--- config.mk ---
export PLATFORM = sky130hd
export DESIGN_NAME = adc_start_ctl
export DESIGN_NICKNAME = d
export VERILOG_FILES = /design/src/rtl/adc_start_pkg.sv /design/src/rtl/trig_sync.sv /design/src/rtl/trig_route.sv /design/src/rtl/ctl_word.sv /design/src/rtl/adc_start_ctl.sv
export SDC_FILE = /design/constraint.sdc
export NUM_CORES = 1
export LEC_CHECK = 0
export BUFFER_PORTS_ARGS = -buffer_cell sky130_fd_sc_hd__buf_2
export CORE_AREA = 2 2 39 41
export DETAILED_ROUTE_END_ITERATION = 6
export DIE_AREA = 0 0 41 43
export PLACE_DENSITY = 0.67
export SETUP_SLACK_MARGIN = 0.4
export SKIP_LAST_GASP = 1
export SYNTH_ARGS = -nofsm -noshare
export SYNTH_HDL_FRONTEND = slang
export SYNTH_HIERARCHICAL = 1
export SYNTH_SLANG_ARGS = --single-unit
--- constraint.sdc ---
create_clock -name clk -period 1.15 [get_ports clk]
set_clock_uncertainty 0.2 [all_clocks]
set_input_delay 0.23 -clock clk [delete_from_list [all_inputs] [get_ports clk]]
set_output_delay 0.23 -clock clk [all_outputs]
set_load 0.05 [all_outputs]
--- src/rtl/adc_start_pkg.sv ---
package adc_start_pkg;
   localparam int unsigned CW_W    = 8;
   localparam int unsigned B_TEN   = 7;
   localparam int unsigned B_CKS   = 6;
   localparam int unsigned B_GO    = 5;
   localparam int unsigned RSV_W   = 5;
   localparam logic [CW_W-1:0] CW_RESET = 8'h1F;

   typedef struct packed {
      logic ten;
      logic cks;
      logic go;
   } cw_t;

   typedef enum logic {
      SRC_PIN = 1'b0,
      SRC_TMR = 1'b1
   } src_e;
endpackage

--- src/rtl/trig_sync.sv ---
module trig_sync #(
   parameter int unsigned STAGES = 2
) (
   input  logic clk,
   input  logic rst_n,
   input  logic pin_n,
   output logic fall_o
);
   if (STAGES < 2) begin : g_bad
      $error("trig_sync: STAGES must be at least 2");
   end

   logic [STAGES-1:0] sh_q;
   logic              last_q;

   always_ff @(posedge clk or negedge rst_n) begin
      if (!rst_n) begin
         sh_q   <= '1;
         last_q <= 1'b1;
      end else begin
         sh_q   <= {sh_q[STAGES-2:0], pin_n};
         last_q <= sh_q[STAGES-1];
      end
   end

   assign fall_o = last_q & ~sh_q[STAGES-1];

   p_fall_single_r5: assert property (@(posedge clk) disable iff (!rst_n)
      fall_o |=> !fall_o);
endmodule

--- src/rtl/trig_route.sv ---
module trig_route #(
   parameter bit TMR_EDGE = 1'b0
) (
   input  logic clk,
   input  logic rst_n,
   input  logic pin_fall,
   input  logic tmr,
   input  logic src_sel,
   input  logic enable,
   output logic hit_o
);
   import adc_start_pkg::*;

   logic tmr_ev;

   if (TMR_EDGE) begin : g_tmr_edge
      logic tmr_q;
      always_ff @(posedge clk or negedge rst_n) begin
         if (!rst_n) tmr_q <= 1'b0;
         else        tmr_q <= tmr;
      end
      assign tmr_ev = tmr & ~tmr_q;
   end else begin : g_tmr_level
      assign tmr_ev = tmr;
   end

   always_comb begin
      unique case (src_e'(src_sel))
         SRC_TMR: hit_o = enable & tmr_ev;
         default: hit_o = enable & pin_fall;
      endcase
   end

   p_gate_r7: assert property (@(posedge clk) disable iff (!rst_n)
      !enable |-> !hit_o);
endmodule

--- src/rtl/ctl_word.sv ---
module ctl_word (
   input  logic                 clk,
   input  logic                 rst_n,
   input  logic                 standby,
   input  logic                 wr,
   input  adc_start_pkg::cw_t   wfields,
   input  logic                 hit,
   input  logic                 done,
   output adc_start_pkg::cw_t   cw_o
);
   import adc_start_pkg::*;

   cw_t cw_q, cw_d;
   localparam cw_t CW_INIT = '{ten: CW_RESET[B_TEN], cks: CW_RESET[B_CKS], go: CW_RESET[B_GO]};

   always_comb begin
      cw_d = cw_q;
      if (standby) begin
         cw_d = CW_INIT;
      end else if (wr) begin
         cw_d.ten = wfields.ten;
         cw_d.go  = wfields.go;
         if (!cw_q.go) cw_d.cks = wfields.cks;
      end else if (done) begin
         cw_d.go = 1'b0;
      end else if (hit && !cw_q.go) begin
         cw_d.go = 1'b1;
      end
   end

   always_ff @(posedge clk or negedge rst_n) begin
      if (!rst_n) cw_q <= CW_INIT;
      else        cw_q <= cw_d;
   end

   assign cw_o = cw_q;

   p_standby_r2: assert property (@(posedge clk) disable iff (!rst_n)
      standby |=> (cw_o == CW_INIT));
   p_busy_hold_r6: assert property (@(posedge clk) disable iff (!rst_n)
      (cw_q.go && !wr && !done && !standby) |=> cw_q.go);
   p_no_trig_off_r7: assert property (@(posedge clk) disable iff (!rst_n)
      (!cw_q.ten && !cw_q.go && !wr && !standby) |=> !cw_q.go);
   p_done_clr_r9: assert property (@(posedge clk) disable iff (!rst_n)
      (done && !wr) |=> !cw_q.go);
   p_cks_frozen_r11: assert property (@(posedge clk) disable iff (!rst_n)
      (cw_q.go && !standby) |=> $stable(cw_q.cks));
endmodule

--- src/rtl/adc_start_ctl.sv ---
module adc_start_ctl #(
   parameter int unsigned SYNC_STAGES = 2,
   parameter bit          TMR_EDGE    = 1'b0
) (
   input  logic       clk,
   input  logic       rst_n,
   input  logic       standby_i,
   input  logic       reg_wr,
   input  logic [7:0] reg_wdata,
   output logic [7:0] reg_rdata,
   input  logic       trig_n_i,
   input  logic       tmr_trig_i,
   input  logic       src_sel_i,
   input  logic       conv_done_i,
   output logic       start_o,
   output logic       clk_sel_o
);
   import adc_start_pkg::*;

   if (CW_W != 8) begin : g_bad_w
      $error("adc_start_ctl: control word must be 8 bits");
   end

   cw_t  cw, wf;
   logic pin_fall, hit, go_dly_q;
   wire  unused_rsv = &{1'b0, reg_wdata[RSV_W-1:0]};

   assign wf = '{ten: reg_wdata[B_TEN], cks: reg_wdata[B_CKS], go: reg_wdata[B_GO]};

   trig_sync #(.STAGES(SYNC_STAGES)) u_sync (
      .clk   (clk),
      .rst_n (rst_n),
      .pin_n (trig_n_i),
      .fall_o(pin_fall)
   );

   trig_route #(.TMR_EDGE(TMR_EDGE)) u_route (
      .clk     (clk),
      .rst_n   (rst_n),
      .pin_fall(pin_fall),
      .tmr     (tmr_trig_i),
      .src_sel (src_sel_i),
      .enable  (cw.ten),
      .hit_o   (hit)
   );

   ctl_word u_cw (
      .clk    (clk),
      .rst_n  (rst_n),
      .standby(standby_i),
      .wr     (reg_wr),
      .wfields(wf),
      .hit    (hit),
      .done   (conv_done_i),
      .cw_o   (cw)
   );

   always_ff @(posedge clk or negedge rst_n) begin
      if (!rst_n)         go_dly_q <= 1'b0;
      else if (standby_i) go_dly_q <= 1'b0;
      else                go_dly_q <= cw.go;
   end

   assign start_o   = cw.go & ~go_dly_q;
   assign clk_sel_o = cw.cks;
   assign reg_rdata = {cw.ten, cw.cks, cw.go, {RSV_W{1'b1}}};

   p_start_once_r12: assert property (@(posedge clk) disable iff (!rst_n)
      start_o |=> !start_o);
   p_rewrite_quiet_r10: assert property (@(posedge clk) disable iff (!rst_n)
      (cw.go && reg_wr && reg_wdata[B_GO] && !standby_i) |=> !start_o);
endmodule

# Word level (Yosys, flattened, before mapping)
# Index checks and enable logic that the tools add are counted.
dict set report classes {
  n_reduce_logical 5
  eq_ne 1
  n_mux 8
  bitwise 6
}
# operator count
set ops {}
lappend ops {{1-bit two-way mux} 6}
lappend ops {{1-bit AND} 4}
lappend ops {{4-bit nonzero test} 1}
lappend ops {{3-bit two-way mux} 1}
lappend ops {{2-bit two-way mux} 1}
lappend ops {{2-bit != test, second input constant} 1}
lappend ops {{1-bit NOT} 2}
lappend ops {{2-bit AND reduction} 1}
lappend ops {{2-bit nonzero test} 1}
lappend ops {{1-bit logical AND} 1}
lappend ops {{1-bit logical NOT} 1}
dict set report word_totals {
  in_bits 16
  wordCells 26
  regBits 7
  out_inout_bits 10
}

# Depth between registers and ports, before layout
# Gate-level depths: netlist (run 1).
dict set report depth {
  ltp_word 9
  ltp_mapped 5
  mapped_depth_nobuf 5
}

# Cells and area by module
# The synthesis (run 1) kept the hierarchy.
# module seq_area_each_um2 n_inst cells_per_inst area_per_inst_um2
set by_module_without_submodules {}
lappend by_module_without_submodules {ctl_word 75.1 1 12 126.4}
lappend by_module_without_submodules {adc_start_ctl 25.0 1 10 101.3}
lappend by_module_without_submodules {trig_sync 78.8 1 4 92.6}
lappend by_module_without_submodules {trig_route 0.0 1 2 16.3}

# Worst setup path after synthesis (run 1)
# Ideal clock, no wire load.
dict set report synth_timing {
  kind {reg2out}
  start {register u_cw.cw_q (netlist bit u_cw/cw_o[0])}
  end {output port start_o}
  stages_incl_launch_ff 2
  arrival_time_ns 1.063
  required_time_ns 0.720
  n_path_buf 0
  slack_ns -0.343
  path_cell_list {dfrtp_1 -> nor2b_4}
}
dict set report synth_between {
  elab_chain_cells 1
}
# item line_no
set synth_rtl {}
lappend synth_rtl {{start, declared} ctl_word.sv:13} ;# cw_t cw_q, cw_d;
lappend synth_rtl {{start signal, assigned} ctl_word.sv:33} ;# else cw_q <= cw_d;
lappend synth_rtl {{1-bit AND} adc_start_ctl.sv:64} ;# assign start_o = cw.go & ~go_dly_q;
lappend synth_rtl {{end, declared} adc_start_ctl.sv:15} ;# output logic start_o,
# Every way passes these cells.

# Final worst setup path (run 1)
# Ends and elaborated chain as after synthesis.

==> metrics.csv, run 1 <==
metric;value;unit
FF/Latch Area;183;um2
Post-Route WL;556;um
Synth cell types;12;
IO buf count;15;
period utilization;117;%
Startpoint Class;register;
failing checks;negative hold slack, negative setup slack;
internal power;0.000454;W
hold_ws;-0.397;ns
DP HPWL;418;um
first-pass GRT wire length;876;um
nets@finish;65;
fin cells;64;
Max VDD drop;0.437;mV
Antenna Nets Post-Route;0;
CP arrival;0.92;ns
share of cells above drive strength 1;64.6;%
sequential power share;42.2;%
Worst-Skew Late Latency;0.24;ns
TritonCTS buffer count;3;
Die Footprint;1760;um2
CP endpoint kind;output port;
Design Power;0.000649;W
Multi-input gate area;135;um2
Post-Syn Area;337;um2
Via density;3.77;
drt wl/cell;8.69;um
diode count;0;
worst setup margin;-0.200;ns
crit path max fanout;3;
Final Hold Fails;9;
combinational share of power;24.1;%
Ys Warns;6;
static leakage;0.251;nW
Setup-failing EPs final;7;
min Tclk post-route;1.35;ns
final max-slew violation count;0;
area grow syn2layout;48.0;%
Crit Path Class;reg2out;
Die X;41;um
CTS tree;done;
core area;1380;um2
H-tree Lvls;1;
Root Buffer;clkbuf_4;
DRC;0;
placed cells;57;
RSZ-0062 raised after global routing;yes;
initial antenna violation count;0;
via count;241;
switching power;0.000195;W
initial DRC count;5;
max-cap viol count;0;
f_max;741;MHz
gr ovfl total;0;
maximum root-to-sink buffer count;2;
required time of the critical path;0.72;ns
clock sinks;7;
vias in the first global route;242;
Post-Synthesis Cells;28;
fillers;150;
Routability Congestion;0.574;
TritonRoute pass-1 iters;2;
syn avg cell area;12.0;um2
Cell Rows;14;
P per Cell Area;1300;nW/um2
CTS clk-pin slew, worst paths;0.05;ns
Ports;26;
Tot GR Track Use;8.18;%
Starting Density;24.3;%
Seq cells post-synth;7;
Hold Path Class;in2async;
register area share after synthesis;53.2;%
Switching Fraction;30.1;%
largest net degree at the start of global routing;8;
outcome;finished, violations left;
Die Y;43;um
Clk pwr share;33.8;%
-- worst max-delay path, cell delays in order, from the launching register on --
cell     delay [ns]
dfrtp_2        0.40
nor2b_4        0.13
buf_6          0.14
-- worst paths after layout --
kind / startpoint / end / slack (ns) / cells past startpoint
min reg2reg: u_sync/sh_q[0] / u_sync/sh_q[1] / 0.15 / 0
max in group asynchronous: rst_n / u_sync/sh_q[1] / 0.92 / 1
max reg2reg: u_sync/sh_q[1] / u_cw/cw_o[0] / -0.14 / 5
max: u_cw/cw_o[0] / start_o / -0.20 / 2
min in group clk: trig_n_i / u_sync/sh_q[0] / -0.12 / 1
min: rst_n / u_cw/cw_o[2] / -0.40 / 1
-- per-stage QoR --
step	utilization (%)	setup TNS (ns)	setup slack, ns	cell area, um2	hold WS [ns]
floorplan	-	-0.351	-0.182	363	-0.266
global placement	29.3	-0.191	-0.163	405	-0.135
detailed placement	29.3	-0.248	-0.214	405	-0.131
CTS	36.0	-0.984	-0.211	498	-0.400
global route	36.0	-1.21	-0.239	498	-0.402
finish	36.0	-0.917	-0.200	498	-0.397
-- final cells by class --
type | count | share of cell area (%)
sequential | 7 | 36.7
multi-input combinational | 19 | 27.1
timing repair buffer | 18 | 26.9
clock buffer | 4 | 5.28
tap | 16 | 4.02
-- registers in the layout, summed over array words and instances (netlist names) --
signal	cells
u_sync/last_q	1
go_dly_q	1
u_cw/cw_o	3
u_sync/sh_q	2
-- cell usage in the layout (no fill, tap or decap), drive strengths merged --
cell type and instances:
buf 18, conb 5, nor2b 4, clkbuf 4
dfrtp 4, mux2i 3, nor2 3, dfstp 3
nand2b 1, o21ai 1, nand2 1, a21oi 1
-- power by group through the flow --
| stage | sequential [W] | combinational [W] | clock, W |
|---|---|---|---|
| after CTS | 0.000274 | 0.000157 | 0.000228 |
| after detailed placement | 0.000276 | 0.000130 | 0 |
| final | 0.000274 | 0.000156 | 0.000219 |
| after floorplan | 0.000297 | 0.0000914 | 0 |
| after global placement | 0.000276 | 0.000129 | 0 |
| after global routing | 0.000275 | 0.000166 | 0.000250 |
-- cell usage after synthesis --
library cell	number	area (um2)
buf_4	6	45.0
dfrtp_1	4	100
dfstp_2	3	78.8
mux2i_1	3	30.0
nor2_1	3	11.3
nor2b_4	3	41.3
a21oi_1	1	5.00
conb_1	1	3.75
nand2_1	1	3.75
nand2b_1	1	6.26
nor2b_1	1	6.26
o21ai_0	1	5.00
-- cells by family after synthesis --
| logic type | share of synthesized area, % |
|---|---|
| other | 1.11 |
| buffers and inverters | 13.4 |
| and+or+nand+nor | 20.4 |
| AOI/OAI and AO/OA | 2.97 |
| DFF | 53.2 |
| muxes | 8.92 |
-- repair_timing --
item                                    CTS  global route
pin swaps                                 3             2
hold endpoints to repair                 10             9
endpoints found under the setup margin   11            11
gates resized for setup                  13             0
setup buffers                             3             0
-- per-layer routing --
layer / up-vias / track usage (%) / wire length (um)
met5: - / 0 / 0
met4: 0 / 8.00 / 0
li1: 116 / - / -
met2: 12 / 11.9 / 297
met1: 113 / 7.21 / 205
met3: 0 / 4.71 / 53
Power figures use the tool's default switching activity.
==> inputs of run 2 (changes only) <==
Settings changed: SYNTH_HIERARCHICAL 1 to unset.
==> run 2 against run 1 <==
Against the previous run:
- the flow still finishes with violations (negative hold slack, negative setup slack)
- worst hold slack improved by 0.0086 ns
- count of clock-buffer cells in the layout unchanged
- clock power decreased by 2%
- non-clock buffer count increased by 2
- global-route usage increased by 0.12 points
- fmax increased by 0.65%
- power decreased by 0.26%
==> metrics.csv, run 2 <==
metric;value;unit;change
Synth area leaders;dfrtp_1 (30%), dfstp_2 (24%), buf_4 (16%), nor2b_1 (5.6%), a21oi_1 (4.5%);;was dfrtp_1 (30%), dfstp_2 (23%), buf_4 (13%), nor2b_4 (12%), mux2i_1 (8.9%)
initial DRC count;1;;was 5
FF/Latch Area;181;um2;was 183 um2
initial antenna violation count;0;;unchanged
f_max;746;MHz;was 741 MHz
RSZ-0062 raised after global routing;yes;;unchanged
Multi-input gate area;145;um2;was 135 um2
final core occ;37.2;%;was 36.0%
core area;1380;um2;unchanged
Switching Fraction;29.9;%;was 30.1%
Starting Density;24.1;%;was 24.3%
max FFs per register;3;;unchanged
Antenna Nets Post-Route;0;;unchanged
P per Cell Area;1260;nW/um2;was 1300 nW/um2
Final Hold Fails;8;;was 9
TritonRoute pass-1 iters;2;;unchanged
worst setup margin;-0.191;ns;was -0.200 ns
diode count;0;;unchanged
cell types with the highest counts after synthesis;buf_4 (7), dfrtp_1 (4), a21oi_1 (3), dfstp_2 (3), nor2b_1 (3);;was buf_4 (6), dfrtp_1 (4)
Die X;41;um;unchanged
most frequent cell after synthesis;buf_4;;unchanged
Hold Path Class;in2async;;unchanged
H-tree Lvls;1;;unchanged
largest net degree at the start of global routing;8;;unchanged
Startpoint Class;register;;unchanged
share of cells above drive strength 1;70.0;%;was 64.6%
Clk pwr share;33.2;%;was 33.8%
via count;259;;was 241
Ys Warns;0;;was 6
syn avg cell area;11.5;um2;was 12.0 um2
grt peak-use layer;met2;;unchanged
register area share after synthesis;53.6;%;was 53.2%
TritonCTS buffer count;3;;unchanged
maximum root-to-sink buffer count;2;;unchanged
nets@finish;67;;was 65
Design Power;0.000648;W;was 0.000649 W
gr ovfl total;0;;unchanged
drt wl/cell;9.26;um;was 8.69 um
DP HPWL;515;um;was 418 um
commonest non-fill, non-tap cell in the layout;buf_2;;unchanged
area grow syn2layout;53.9;%;was 48.0%
Setup-failing EPs final;7;;unchanged
met1 Track Usage GR;8.58;%;was 7.21%
final max-slew violation count;0;;unchanged
met3 Usage GRT;3.14;%;was 4.71%
CP arrival;0.91;ns;was 0.92 ns
Synth cell types;13;;was 12
failing checks;negative hold slack, negative setup slack;;unchanged
max-cap viol count;0;;unchanged
Routability Congestion;0.624;;was 0.574
outcome;finished, violations left;;unchanged
clock sinks;7;;unchanged
vias in the first global route;259;;was 242
CP endpoint kind;output port;;unchanged
Post-synth EDFFs;0;;unchanged
IO buf count;15;;unchanged
Die Y;43;um;unchanged
most frequent cells in the layout;buf_2 (11), conb_1 (5), buf_6 (5);;unchanged
Post-Synthesis Cells;29;;was 28
Tot GR Track Use;8.30;%;was 8.18%
Crit Path Class;reg2out;;unchanged
CTS clk-pin slew, worst paths;0.05;ns;about the same
Post-Syn Area;334;um2;was 337 um2
sequential power share;42.0;%;was 42.2%
Synth top area share;30.0;%;was 29.7%
CTS tree;done;;unchanged
Synth Flop Type;dfrtp_1;;unchanged
hold_ws;-0.389;ns;was -0.397 ns
first-pass GRT wire length;966;um;was 876 um
combinational share of power;24.8;%;was 24.1%
Root Buffer;clkbuf_4;;unchanged
DRC;0;;unchanged
Seq cells post-synth;7;;unchanged
post-synth top area cell;dfrtp_1;;unchanged
static leakage;0.251;nW;about the same
period utilization;117;%;about the same
fillers;144;;was 150
required time of the critical path;0.72;ns;about the same
Max VDD drop;0.596;mV;was 0.437 mV
Die Footprint;1760;um2;unchanged
Cell Rows;14;;unchanged
internal power;0.000454;W;about the same
min Tclk post-route;1.34;ns;was 1.35 ns
asr flop ratio synth;100;%;unchanged
routing usage on met2;13.8;%;was 11.9%
Post-Route WL;611;um;was 556 um
switching power;0.000194;W;was 0.000195 W
crit path max fanout;3;;unchanged
Worst-Skew Late Latency;0.24;ns;about the same
Ports;26;;unchanged
Via density;3.92;;was 3.77
[run 2: cell types whose count changed after synthesis, sizes merged]
cell and change:
a21oi +2, or3 +1, buf +1, nor3b +2
o22ai +1, mux2i -2, nor2 -2, o21ai -1
nor2b -1
[run 2: final cells by class]
cell class	count	area share (%)
Tap cell	16	3.89
Clock buffer	4	5.11
Sequential cell	7	35.3
Timing Repair Buffer	20	27.5
Multi-Input combinational cell	19	28.2
[run 2: per-stage QoR]
stage               cell area (um2)  instances  setup TNS [ns]  setup slack, ns  hold slack, ns
floorplan                       379         33          -0.334           -0.180          -0.266
global placement                433         60         -0.0238          -0.0189          -0.132
detailed placement              433         60         -0.0532          -0.0376          -0.130
CTS                             503         65          -0.841           -0.203          -0.393
global route                    514         66           -1.21           -0.229          -0.392
finish                          514         66          -0.934           -0.191          -0.389
[run 2: power by group through the flow]
stage,clock [W],sequential (W),combinational (W)
after global routing,0.000251,0.000273,0.000170
after detailed placement,0,0.000276,0.000139
after floorplan,0,0.000290,0.000103
after global placement,0,0.000275,0.000138
final,0.000215,0.000272,0.000161
after CTS,0.000226,0.000273,0.000158
[run 2: cell families (layout without fill, tap and decap cells)]
family	after synthesis	count (layout)	share of synthesized area, %
simple gates	9	9	18.3
flops	7	7	53.6
buf+inv	7	24	15.7
compound gates	4	4	8.24
other cells	1	5	1.12
mux	1	1	3.00
[run 2: per-layer routing]
metal	share of wire (%)	vias to the layer above
met2	51	13
li1	-	127
met5	0	-
met3	9.5	0
met4	0	0
met1	39	119
[run 2: what timing repair did]
item	CTS	global route
pin swaps	1	1
setup buffers	1	1
endpoints found under the setup margin	11	11
hold endpoints to repair	8	8
resized for setup	11	1
[run 2: path summary, 6_finish.rpt]
path	depth (start not counted)	slack, ns	endpoint	from
max	2	-0.19	start_o	u_cw.cw_o[0]
max reg2reg	5	-0.17	u_cw.cw_o[0]	u_cw.cw_o[0]
min in group clk	1	-0.11	u_sync.sh_q[0]	trig_n_i
min reg2reg	0	0.15	u_sync.sh_q[1]	u_sync.sh_q[0]
min	1	-0.39	go_dly_q	rst_n
max in group asynchronous	1	0.91	u_sync.last_q	rst_n
[run 2: critical path, cell delays in order (launching register included)]
cell,delay [ns]
dfrtp_2,0.40
nor2b_4,0.12
buf_6,0.14
